**src/rtl/audio_txq_pkg.sv**
```systemverilog
`timescale 1ns/1ps
package audio_txq_pkg;

  typedef enum logic [2:0] {
    ST_STOP  = 3'd0,
    ST_INIT  = 3'd1,
    ST_FULL  = 3'd2,
    ST_LACK  = 3'd3,
    ST_EMPTY = 3'd4,
    ST_FLUSH = 3'd5
  } txq_state_e;

endpackage

```
**src/rtl/txq_store.sv**
```systemverilog
`timescale 1ns/1ps
// Simple dual-port storage with a registered read, shaped for block RAM inference.
module txq_store #(
  parameter int DATA_W = 16,
  parameter int DEPTH  = 4,
  parameter int AW     = 2
) (
  input  logic              clk,
  input  logic              we_i,
  input  logic [AW-1:0]     waddr_i,
  input  logic [DATA_W-1:0] wdata_i,
  input  logic              re_i,
  input  logic [AW-1:0]     raddr_i,
  output logic [DATA_W-1:0] rdata_o
);

  logic [DATA_W-1:0] mem [DEPTH];

  always_ff @(posedge clk) begin
    if (we_i) mem[waddr_i] <= wdata_i;
  end

  always_ff @(posedge clk) begin
    if (re_i) rdata_o <= mem[raddr_i];
  end

endmodule

```
**src/rtl/txq_ptrs.sv**
```systemverilog
`timescale 1ns/1ps
// Write/read pointers and the occupancy count.
module txq_ptrs #(
  parameter int DEPTH = 4,
  parameter int AW    = 2,
  parameter int CNT_W = 3
) (
  input  logic             clk,
  input  logic             rst,
  input  logic             clr_i,
  input  logic             push_i,
  input  logic             pop_i,
  output logic [AW-1:0]    wr_ptr_o,
  output logic [AW-1:0]    rd_ptr_o,
  output logic [CNT_W-1:0] cnt_o,
  output logic [CNT_W-1:0] cnt_nxt_o
);

  localparam bit POW2 = ((DEPTH & (DEPTH - 1)) == 0);

  logic [AW-1:0] wr_inc, rd_inc;

  generate
    if (POW2) begin : g_wrap_free
      assign wr_inc = wr_ptr_o + 1'b1;
      assign rd_inc = rd_ptr_o + 1'b1;
    end else begin : g_wrap_cmp
      assign wr_inc = (wr_ptr_o == AW'(DEPTH - 1)) ? '0 : wr_ptr_o + 1'b1;
      assign rd_inc = (rd_ptr_o == AW'(DEPTH - 1)) ? '0 : rd_ptr_o + 1'b1;
    end
  endgenerate

  always_comb begin
    cnt_nxt_o = cnt_o + CNT_W'(push_i) - CNT_W'(pop_i);
    if (clr_i) cnt_nxt_o = '0;
  end

  always_ff @(posedge clk) begin
    if (rst || clr_i) begin
      wr_ptr_o <= '0;
      rd_ptr_o <= '0;
      cnt_o    <= '0;
    end else begin
      if (push_i) wr_ptr_o <= wr_inc;
      if (pop_i)  rd_ptr_o <= rd_inc;
      cnt_o <= cnt_nxt_o;
    end
  end

endmodule

```
**src/rtl/txq_seq.sv**
```systemverilog
`timescale 1ns/1ps
// State sequencer: decides which strobes are accepted and tracks the status.
module txq_seq
  import audio_txq_pkg::*;
#(
  parameter int DEPTH = 4,
  parameter int AW    = 2,
  parameter int CNT_W = 3
) (
  input  logic             clk,
  input  logic             rst,
  input  logic             run_i,
  input  logic             wr_req_i,
  input  logic             rd_req_i,
  input  logic [CNT_W-1:0] cnt_i,
  input  logic [CNT_W-1:0] cnt_nxt_i,
  output txq_state_e       state_o,
  output logic             push_o,
  output logic             pop_o,
  output logic             clr_o,
  output logic             init_we_o,
  output logic [AW-1:0]    init_addr_o,
  output logic             ovf_o,
  output logic             irq_o
);

  txq_state_e st_nxt;
  logic       active, flushing, at_full, at_zero;

  function automatic txq_state_e level_code(input logic [CNT_W-1:0] c);
    if (c == CNT_W'(DEPTH)) return ST_FULL;
    if (c == '0)            return ST_EMPTY;
    return ST_LACK;
  endfunction

  always_comb begin
    active    = (state_o == ST_FULL) || (state_o == ST_LACK) || (state_o == ST_EMPTY);
    flushing  = (state_o == ST_FLUSH);
    at_full   = (cnt_i == CNT_W'(DEPTH));
    at_zero   = (cnt_i == '0);
    push_o    = active && wr_req_i && !at_full;
    pop_o     = (active || flushing) && rd_req_i && !at_zero;
    clr_o     = (state_o == ST_STOP) && run_i;
    init_we_o = (state_o == ST_INIT);
  end

  always_comb begin
    st_nxt = state_o;
    unique case (state_o)
      ST_STOP:  if (run_i) st_nxt = ST_INIT;
      ST_INIT:  if (init_addr_o == AW'(DEPTH - 1)) st_nxt = ST_EMPTY;
      ST_FULL, ST_LACK, ST_EMPTY:
                st_nxt = run_i ? level_code(cnt_nxt_i) : ST_FLUSH;
      ST_FLUSH: if (cnt_nxt_i == '0) st_nxt = ST_STOP;
      default:  st_nxt = ST_STOP;
    endcase
  end

  always_ff @(posedge clk) begin
    if (rst) begin
      state_o     <= ST_STOP;
      init_addr_o <= '0;
      ovf_o       <= 1'b0;
      irq_o       <= 1'b0;
    end else begin
      state_o     <= st_nxt;
      init_addr_o <= (state_o == ST_INIT) ? init_addr_o + 1'b1 : '0;
      if (clr_o)                           ovf_o <= 1'b0;
      else if (active && wr_req_i && at_full) ovf_o <= 1'b1;
      irq_o <= !at_zero && (cnt_nxt_i == '0) && (active || flushing);
    end
  end

endmodule

```
**src/rtl/audio_txq_ctrl.sv**
```systemverilog
`timescale 1ns/1ps
module audio_txq_ctrl
  import audio_txq_pkg::*;
#(
  parameter int DATA_W = 16,
  parameter int DEPTH  = 4
) (
  input  logic                         clk,
  input  logic                         rst,
  input  logic                         run_i,
  input  logic                         wr_en_i,
  input  logic [DATA_W-1:0]            wr_data_i,
  input  logic                         rd_en_i,
  output logic [DATA_W-1:0]            rd_data_o,
  output logic [2:0]                   state_o,
  output logic [$clog2(DEPTH+1)-1:0]   level_o,
  output logic                         empty_irq_o,
  output logic                         ovf_o
);

  localparam int AW    = (DEPTH > 1) ? $clog2(DEPTH) : 1;
  localparam int CNT_W = $clog2(DEPTH + 1);

  txq_state_e        st;
  logic              push, pop, clr, init_we;
  logic [AW-1:0]     init_addr, wr_ptr, rd_ptr, waddr;
  logic [CNT_W-1:0]  cnt, cnt_nxt;
  logic [DATA_W-1:0] wdata, ram_q;
  logic              pop_q;

  txq_seq #(.DEPTH(DEPTH), .AW(AW), .CNT_W(CNT_W)) u_seq (
    .clk        (clk),
    .rst        (rst),
    .run_i      (run_i),
    .wr_req_i   (wr_en_i),
    .rd_req_i   (rd_en_i),
    .cnt_i      (cnt),
    .cnt_nxt_i  (cnt_nxt),
    .state_o    (st),
    .push_o     (push),
    .pop_o      (pop),
    .clr_o      (clr),
    .init_we_o  (init_we),
    .init_addr_o(init_addr),
    .ovf_o      (ovf_o),
    .irq_o      (empty_irq_o)
  );

  txq_ptrs #(.DEPTH(DEPTH), .AW(AW), .CNT_W(CNT_W)) u_ptrs (
    .clk      (clk),
    .rst      (rst),
    .clr_i    (clr),
    .push_i   (push),
    .pop_i    (pop),
    .wr_ptr_o (wr_ptr),
    .rd_ptr_o (rd_ptr),
    .cnt_o    (cnt),
    .cnt_nxt_o(cnt_nxt)
  );

  // INIT borrows the write port to zero one slot per cycle.
  assign waddr = init_we ? init_addr : wr_ptr;
  assign wdata = init_we ? '0 : wr_data_i;

  txq_store #(.DATA_W(DATA_W), .DEPTH(DEPTH), .AW(AW)) u_store (
    .clk    (clk),
    .we_i   (init_we || push),
    .waddr_i(waddr),
    .wdata_i(wdata),
    .re_i   (pop),
    .raddr_i(rd_ptr),
    .rdata_o(ram_q)
  );

  always_ff @(posedge clk) begin
    if (rst) pop_q <= 1'b0;
    else     pop_q <= pop;
  end

  assign rd_data_o = pop_q ? ram_q : '0;
  assign state_o   = st;
  assign level_o   = cnt;

endmodule

```
**config.mk**
```make
export PLATFORM = sky130hd
export DESIGN_NAME = audio_txq_ctrl
export DESIGN_NICKNAME = d
export VERILOG_FILES = /design/src/rtl/audio_txq_pkg.sv /design/src/rtl/txq_store.sv /design/src/rtl/txq_ptrs.sv /design/src/rtl/txq_seq.sv /design/src/rtl/audio_txq_ctrl.sv
export SDC_FILE = /design/constraint.sdc
export NUM_CORES = 1
export LEC_CHECK = 0
export BUFFER_PORTS_ARGS = -buffer_cell sky130_fd_sc_hd__buf_2
export CAP_MARGIN = 10
export CELL_PAD_IN_SITES_DETAIL_PLACEMENT = 2
export CELL_PAD_IN_SITES_GLOBAL_PLACEMENT = 2
export CORE_AREA = 4 4 119 121
export DETAILED_ROUTE_END_ITERATION = 8
export DIE_AREA = 0 0 123 125
export PLACE_DENSITY_LB_ADDON = 0.1
export SYNTH_ARGS = -nofsm -noshare
export SYNTH_HDL_FRONTEND = slang
export SYNTH_HIERARCHICAL = 1
export SYNTH_SLANG_ARGS = --single-unit
```
**constraint.sdc**
```tcl
create_clock -name clk -period 3.15 [get_ports clk]
set_input_delay 0.1575 -clock clk [delete_from_list [all_inputs] [get_ports clk]]
set_output_delay 0.1575 -clock clk [all_outputs]
set_load 0.01 [all_outputs]
```
# Word level (Yosys, flattened, before mapping)
# Memories as Yosys holds them, arrays and structs flattened. A register that Yosys moved wholly into a read port is not among the register bits.
# Cells that the tools add are included.
# totals
reg_bits	15
ramBits	64
inputBits	21
word_cells	68
n_memories	1
# memory_table
name	depth	word_bits	read_ports	rd_ports_with_merged_regs	write_ports	line_no	rtl
u_store.mem	4	16	1	1	1	txq_store.sv:17	logic [DATA_W-1:0] mem [DEPTH];
# classes
addsub	5
n_eq_ne	11
n_mux	20
n_bitwise	1
n_reduce_logical	22
# ops
op	n
$mux 16	2
$mux 3	9
$eq 3x3->1 const B	4
$pmux 3 s4	1
$logic_not 3->1	3
$logic_and 1x1->1	8
$mux 1	7
$add 2x1->2 const B	3
$eq 3x2->1 const B	2
$logic_or 1x1->1	5
$ne 2x2->1 const B	2
$reduce_or 2->1	2
$add 3x1->3	1
$eq 3x1->1 const B	1
$reduce_and 3->1	1
$reduce_or 3->1	1
$sub 3x1->3	1
$eq 2x2->1 const B	1
$logic_not 1->1	2
$mux 2	1
$ne 2x1->1 const B	1
$not 1->1	1

# Longest topological paths before layout
# logic_depth
depth_word	17
depth_mapped	13
ltp_nobuf	12

# Modules after synthesis
# Netlist, hierarchy kept.
# modules_own_cells
mod	n_inst	cells_per_inst	area_per_inst_um2	seq_area_each_um2
txq_store	1	104	2857.7	2402.3
txq_seq	1	42	416.6	140.1
txq_ptrs	1	33	334.1	140.1
audio_txq_ctrl	1	40	287.8	20.0

# Least setup slack after synthesis
# OpenSTA, ideal clock, no wires.
# synth_path
path_type	reg-to-reg
startpoint	register u_seq.state_o[1]
endpoint	register u_seq.state_o[0]
arrival_ns	3.078
slack_ns	-0.050
stages_incl_launch_ff	13
cell_sequence	dfxtp_1 buf_6 xor2_1 and3b_1 ha_1 inv_1 ha_1 inv_1 fa_1 nor2_1 or3b_2 a21oi_1 a31oi_1
# synth_via
elab_chain_len	16
elab_cells_between_ends	34
classes_between	add/sub (2); eq/ne (9); mux (11); reduce/logical (12)
# synth_lines
element	line_no	rtl
start: declaration	txq_seq.sv:17	output txq_state_e state_o,
start signal: assignment	txq_seq.sv:66	state_o <= st_nxt;
$eq 3x2->1 (on tied branches)	-	
$logic_or 1x1->1 (2 in a row)	txq_seq.sv:37	active = (state_o == ST_FULL) || (state_o == ST_LACK) || (state_o == ST_EMPTY);
$logic_or 1x1->1 (*)	txq_seq.sv:42	pop_o = (active || flushing) && rd_req_i && !at_zero;
$logic_and 1x1->1 (*) (2 in a row)	txq_seq.sv:42	
named net pop	audio_txq_ctrl.sv:25	logic push, pop, clr, init_we;
$sub 3x1->3 (*)	txq_ptrs.sv:34	cnt_nxt_o = cnt_o + CNT_W'(push_i) - CNT_W'(pop_i);
$mux 3 (*)	txq_ptrs.sv:35	if (clr_i) cnt_nxt_o = '0;
named net cnt_nxt[1]	audio_txq_ctrl.sv:27	logic [CNT_W-1:0] cnt, cnt_nxt;
$logic_not 3->1	txq_seq.sv:32, txq_seq.sv:54	
$mux 1 (2 in a row)	txq_seq.sv:32	if (c == '0) return ST_EMPTY;
$mux 1	txq_seq.sv:49	unique case (state_o)
$mux 3	txq_seq.sv:33	return ST_LACK;
$mux 3	txq_seq.sv:32	
$mux 3	txq_seq.sv:53	st_nxt = run_i ? level_code(cnt_nxt_i) : ST_FLUSH;
$pmux 3 s4	txq_seq.sv:49	
# The timed path passes the listed nets; every way through them passes the cells marked *. The select of a mux whose other input is x is not followed.
# A chain may end at the register's enable or synchronous reset.

# Worst setup path after layout
# layout_path
startpoint	register u_ptrs.cnt_o[1]
endpoint	register u_seq.state_o[2]
# layout_via
elab_cells_between_ends	23
classes_between	add/sub (2); eq/ne (3); mux (11); reduce/logical (7)
# layout_rtl
element	line_no	rtl
start: declaration	txq_ptrs.sv:15	output logic [CNT_W-1:0] cnt_o,
start signal: assignment	txq_ptrs.sv:46	cnt_o <= cnt_nxt_o;
$logic_not 3->1 (*)	txq_seq.sv:40	at_zero = (cnt_i == '0);
$logic_not 1->1 (*)	txq_seq.sv:42	
$logic_and 1x1->1 (*)	txq_seq.sv:42	
named net pop	audio_txq_ctrl.sv:25	
$sub 3x1->3 (*)	txq_ptrs.sv:34	
$mux 3 (*)	txq_ptrs.sv:35	
named net cnt_nxt[2]	audio_txq_ctrl.sv:27	
$logic_not 3->1	txq_seq.sv:32, txq_seq.sv:54	
$mux 1 (2 in a row)	txq_seq.sv:32	
$mux 1	txq_seq.sv:49	
$mux 3	txq_seq.sv:33	
$mux 3	txq_seq.sv:32	
$mux 3	txq_seq.sv:53	
$pmux 3 s4	txq_seq.sv:49	
# Marks and branches as above.

==> impl_metrics.env <==
export IMPL_fin_crit_ps=2821
export IMPL_post_cts_buffers=0
export IMPL_fin_nets=303
export IMPL_clock_fmax_mhz=354.5
export IMPL_total_power_uw=2575
export IMPL_arrival_ps=3070
export IMPL_leakage_uw=0.001691
export IMPL_wire_per_inst_um=18.39
export IMPL_synth_cells=219
export IMPL_crit_path_end_kind="flop"
export IMPL_clockBufferDepth=2
export IMPL_slew_headroom_pct=30.17
export IMPL_rsz0062_at_grt="no"
export IMPL_diodes=0
export IMPL_core_mm2=0.01309
export IMPL_syn_area_mm2=0.003896
export IMPL_synth_edff_count=80
export IMPL_dp_cells=443
export IMPL_synthArstFlopShare_pct=0
export IMPL_critical_path_required_ps=3400
export IMPL_maxSlewViolCount=0
export IMPL_vias=2066
export IMPL_ys_warn_count=6
export IMPL_cts_clk_slew_worst_paths_ps=70
export IMPL_cts_resized_gates=0
export IMPL_dr_pass1_iters=4
export IMPL_hold_buffers=0
export IMPL_areaGrowthSynthToFinish_pct=19.30
export IMPL_die_y_um=125
export IMPL_cts_buffers=9
export IMPL_post_dp_hpwl_mm=5.699
export IMPL_final_cells=459
export IMPL_grt_pass1_vias=2329
export IMPL_status="finished clean"
export IMPL_clock_skew_ps=4.179
export IMPL_setup_tns_ps=0
export IMPL_worstSetupPathType="reg2reg"
export IMPL_ir_drop_v=0.0002030
export IMPL_fp_row_count=42
export IMPL_hold_class="in2reg"
export IMPL_synth_avg_cell_area_um2=17.79
export IMPL_grt_pass1_wl_mm=13.39
export IMPL_gp_congestion=0.7339
export IMPL_root_buffer="clkbuf_16"
export IMPL_min_period_over_period_pct=89.54
export IMPL_crit_path_cell_trace="nor3_2 > and3b_2 > ha_1 > inv_1 > ha_1 > inv_1 > fa_1 > xnor3_1 > nor2_1 > nor3_1 > a21o_1 > a2111oi_2"
export IMPL_critPathMaxStageDelay_ps=360
export IMPL_dieArea_mm2=0.01538
export IMPL_drt_iter0_drc=75
export IMPL_antenna_found_initial=0
export IMPL_setup_violations=0
export IMPL_overflow=0
export IMPL_tritoncts="built"
export IMPL_drc=0
export IMPL_io_pins=45
export IMPL_antenna_left=0
export IMPL_critPathSlowestCell="dfxtp_1"
export IMPL_ys_seq_area_share_pct=69.36
export IMPL_io_buffers=44
export IMPL_syn_nets=244
export IMPL_worst_pin_slew_ps=1048
export IMPL_drt_total_wl_mm=8.440
export IMPL_track_usage_pct=11.94
export IMPL_clk_latency_ps=340
export IMPL_timing_final_hold_violations=0
export IMPL_ys_ff_latch=95
export IMPL_critPathLaunchType="flop"
export IMPL_ys_types=44
export IMPL_cts_sinks=95
export IMPL_vias_per_cell=4.501
export IMPL_dieWidth_um=123
export IMPL_grt_max_degree=21
export IMPL_drive_above_1_share_pct=34.63
export IMPL_cp_max_fo=5
export IMPL_cap_violations=0
export IMPL_synth_ff_type="edfxtp_1"
export IMPL_start_util_pct=29.78
export IMPL_ctsHtreeMaxLevel=3
export IMPL_p_per_area_mw_per_mm2=553.9
[placed cells by master (no fill, tap or decap), types with 3 or more instances in the layout]
cell	count
buf_4	14
mux4_1	6
mux4_2	10
edfxtp_1	80
clkbuf_16	9
and2_1	16
ha_1	3
nor2_1	12
nor2b_1	17
dfxtp_1	15
buf_2	44
inv_1	5
[synth_stat cells (3+ instances only)]
cell type	n	area, um2
and2_1	16	100.1
mux4_1	6	157.7
and3b_1	3	26.28
ha_1	3	37.54
dfxtp_1	15	300.3
nor3_1	3	15.01
inv_1	5	18.77
buf_2	4	20.02
buf_6	4	45.04
mux4_2	10	225.2
nor2b_1	17	106.4
edfxtp_1	80	2402
nor2_1	12	45.04
[registers in the layout (all words and copies together) (netlist names)]
| register | flops |
|---|---|
| u_store/mem | 64 |
| u_store/rdata_o | 16 |
| u_ptrs/cnt_o | 3 |
| u_seq/state_o | 3 |
| u_ptrs/rd_ptr_o | 2 |
| u_ptrs/wr_ptr_o | 2 |
| u_seq/init_addr_o | 2 |
| pop_q | 1 |
| u_seq/irq_o | 1 |
| u_seq/ovf_o | 1 |
[cell type report]
| type | count | area, um2 |
|---|---|---|
| Inverter | 5 | 18.77 |
| Clock inverter | 6 | 61.31 |
| Fill cell | 1331 | 8437 |
| Multi-Input combinational cell | 109 | 1091 |
| Tap cell | 176 | 220.2 |
| Sequential cell | 95 | 2703 |
| Timing Repair Buffer | 58 | 325.3 |
| Clock buffer | 10 | 229.0 |
[stage by stage]
step	instance area, um2	hold slack, ps	setup slack [ps]	util (%)
final	4648	110.8	329.5	35.52
after CTS	4638	107.2	242.2	35.45
after global routing	4648	119.2	53.69	35.52
after global placement	4348	441.7	309.6	33.23
after floorplan	3897	226.4	181.1	-
after detailed placement	4348	464.6	259.1	33.23
[cells by family (layout without fill, tap and decap cells)]
logic type / after synthesis / in the layout / synth area share, %
fa+ha+maj: 4 / 4 / 1.477
compound gates: 15 / 15 / 3.147
mux: 18 / 18 / 10.40
flops: 95 / 95 / 69.36
xor+xnor: 4 / 4 / 1.252
buf+inv: 15 / 79 / 3.051
simple gates: 68 / 68 / 11.30
[power by group]
part / internal, uW / switching (uW) / leakage (uW)
registers: 1390 / 7.76 / 0.000853
clock network: 613 / 460 / 0.000144
logic: 44.2 / 57.3 / 0.000694
[critical path, delay by kind of cell, from the launching register on]
kind / cells / cell delay [ps]
XOR/XNOR: 1 / 210
AND/OR/NAND/NOR: 4 / 750
adder cells (fa/ha/maj): 3 / 780
buffers and inverters: 2 / 100
AO/OA/AOI/OAI: 2 / 520
flip-flops: 1 / 360
[final timing paths]
| check | from | endpoint | slack, ps | depth (start not counted) |
|---|---|---|---|---|
| max | u_ptrs/cnt_o[1] | u_seq/state_o[2] | 330 | 12 |
| min | rst | u_seq/state_o[2] | 110 | 2 |
| max reg2reg | u_ptrs/cnt_o[1] | u_seq/state_o[2] | 330 | 12 |
| min reg2reg | u_seq/ovf_o | u_seq/ovf_o | 470 | 2 |
[metal layers]
layer | vias up | share of wire (%) | GRT usage [%]
li1 | 954 | - | -
met1 | 1062 | 46 | 15.70
met2 | 38 | 49 | 18.75
met3 | 12 | 2.9 | 2.575
met4 | 0 | 2.2 | 5.668
met5 | - | 0 | 0
(Power assumes the default switching activity.)
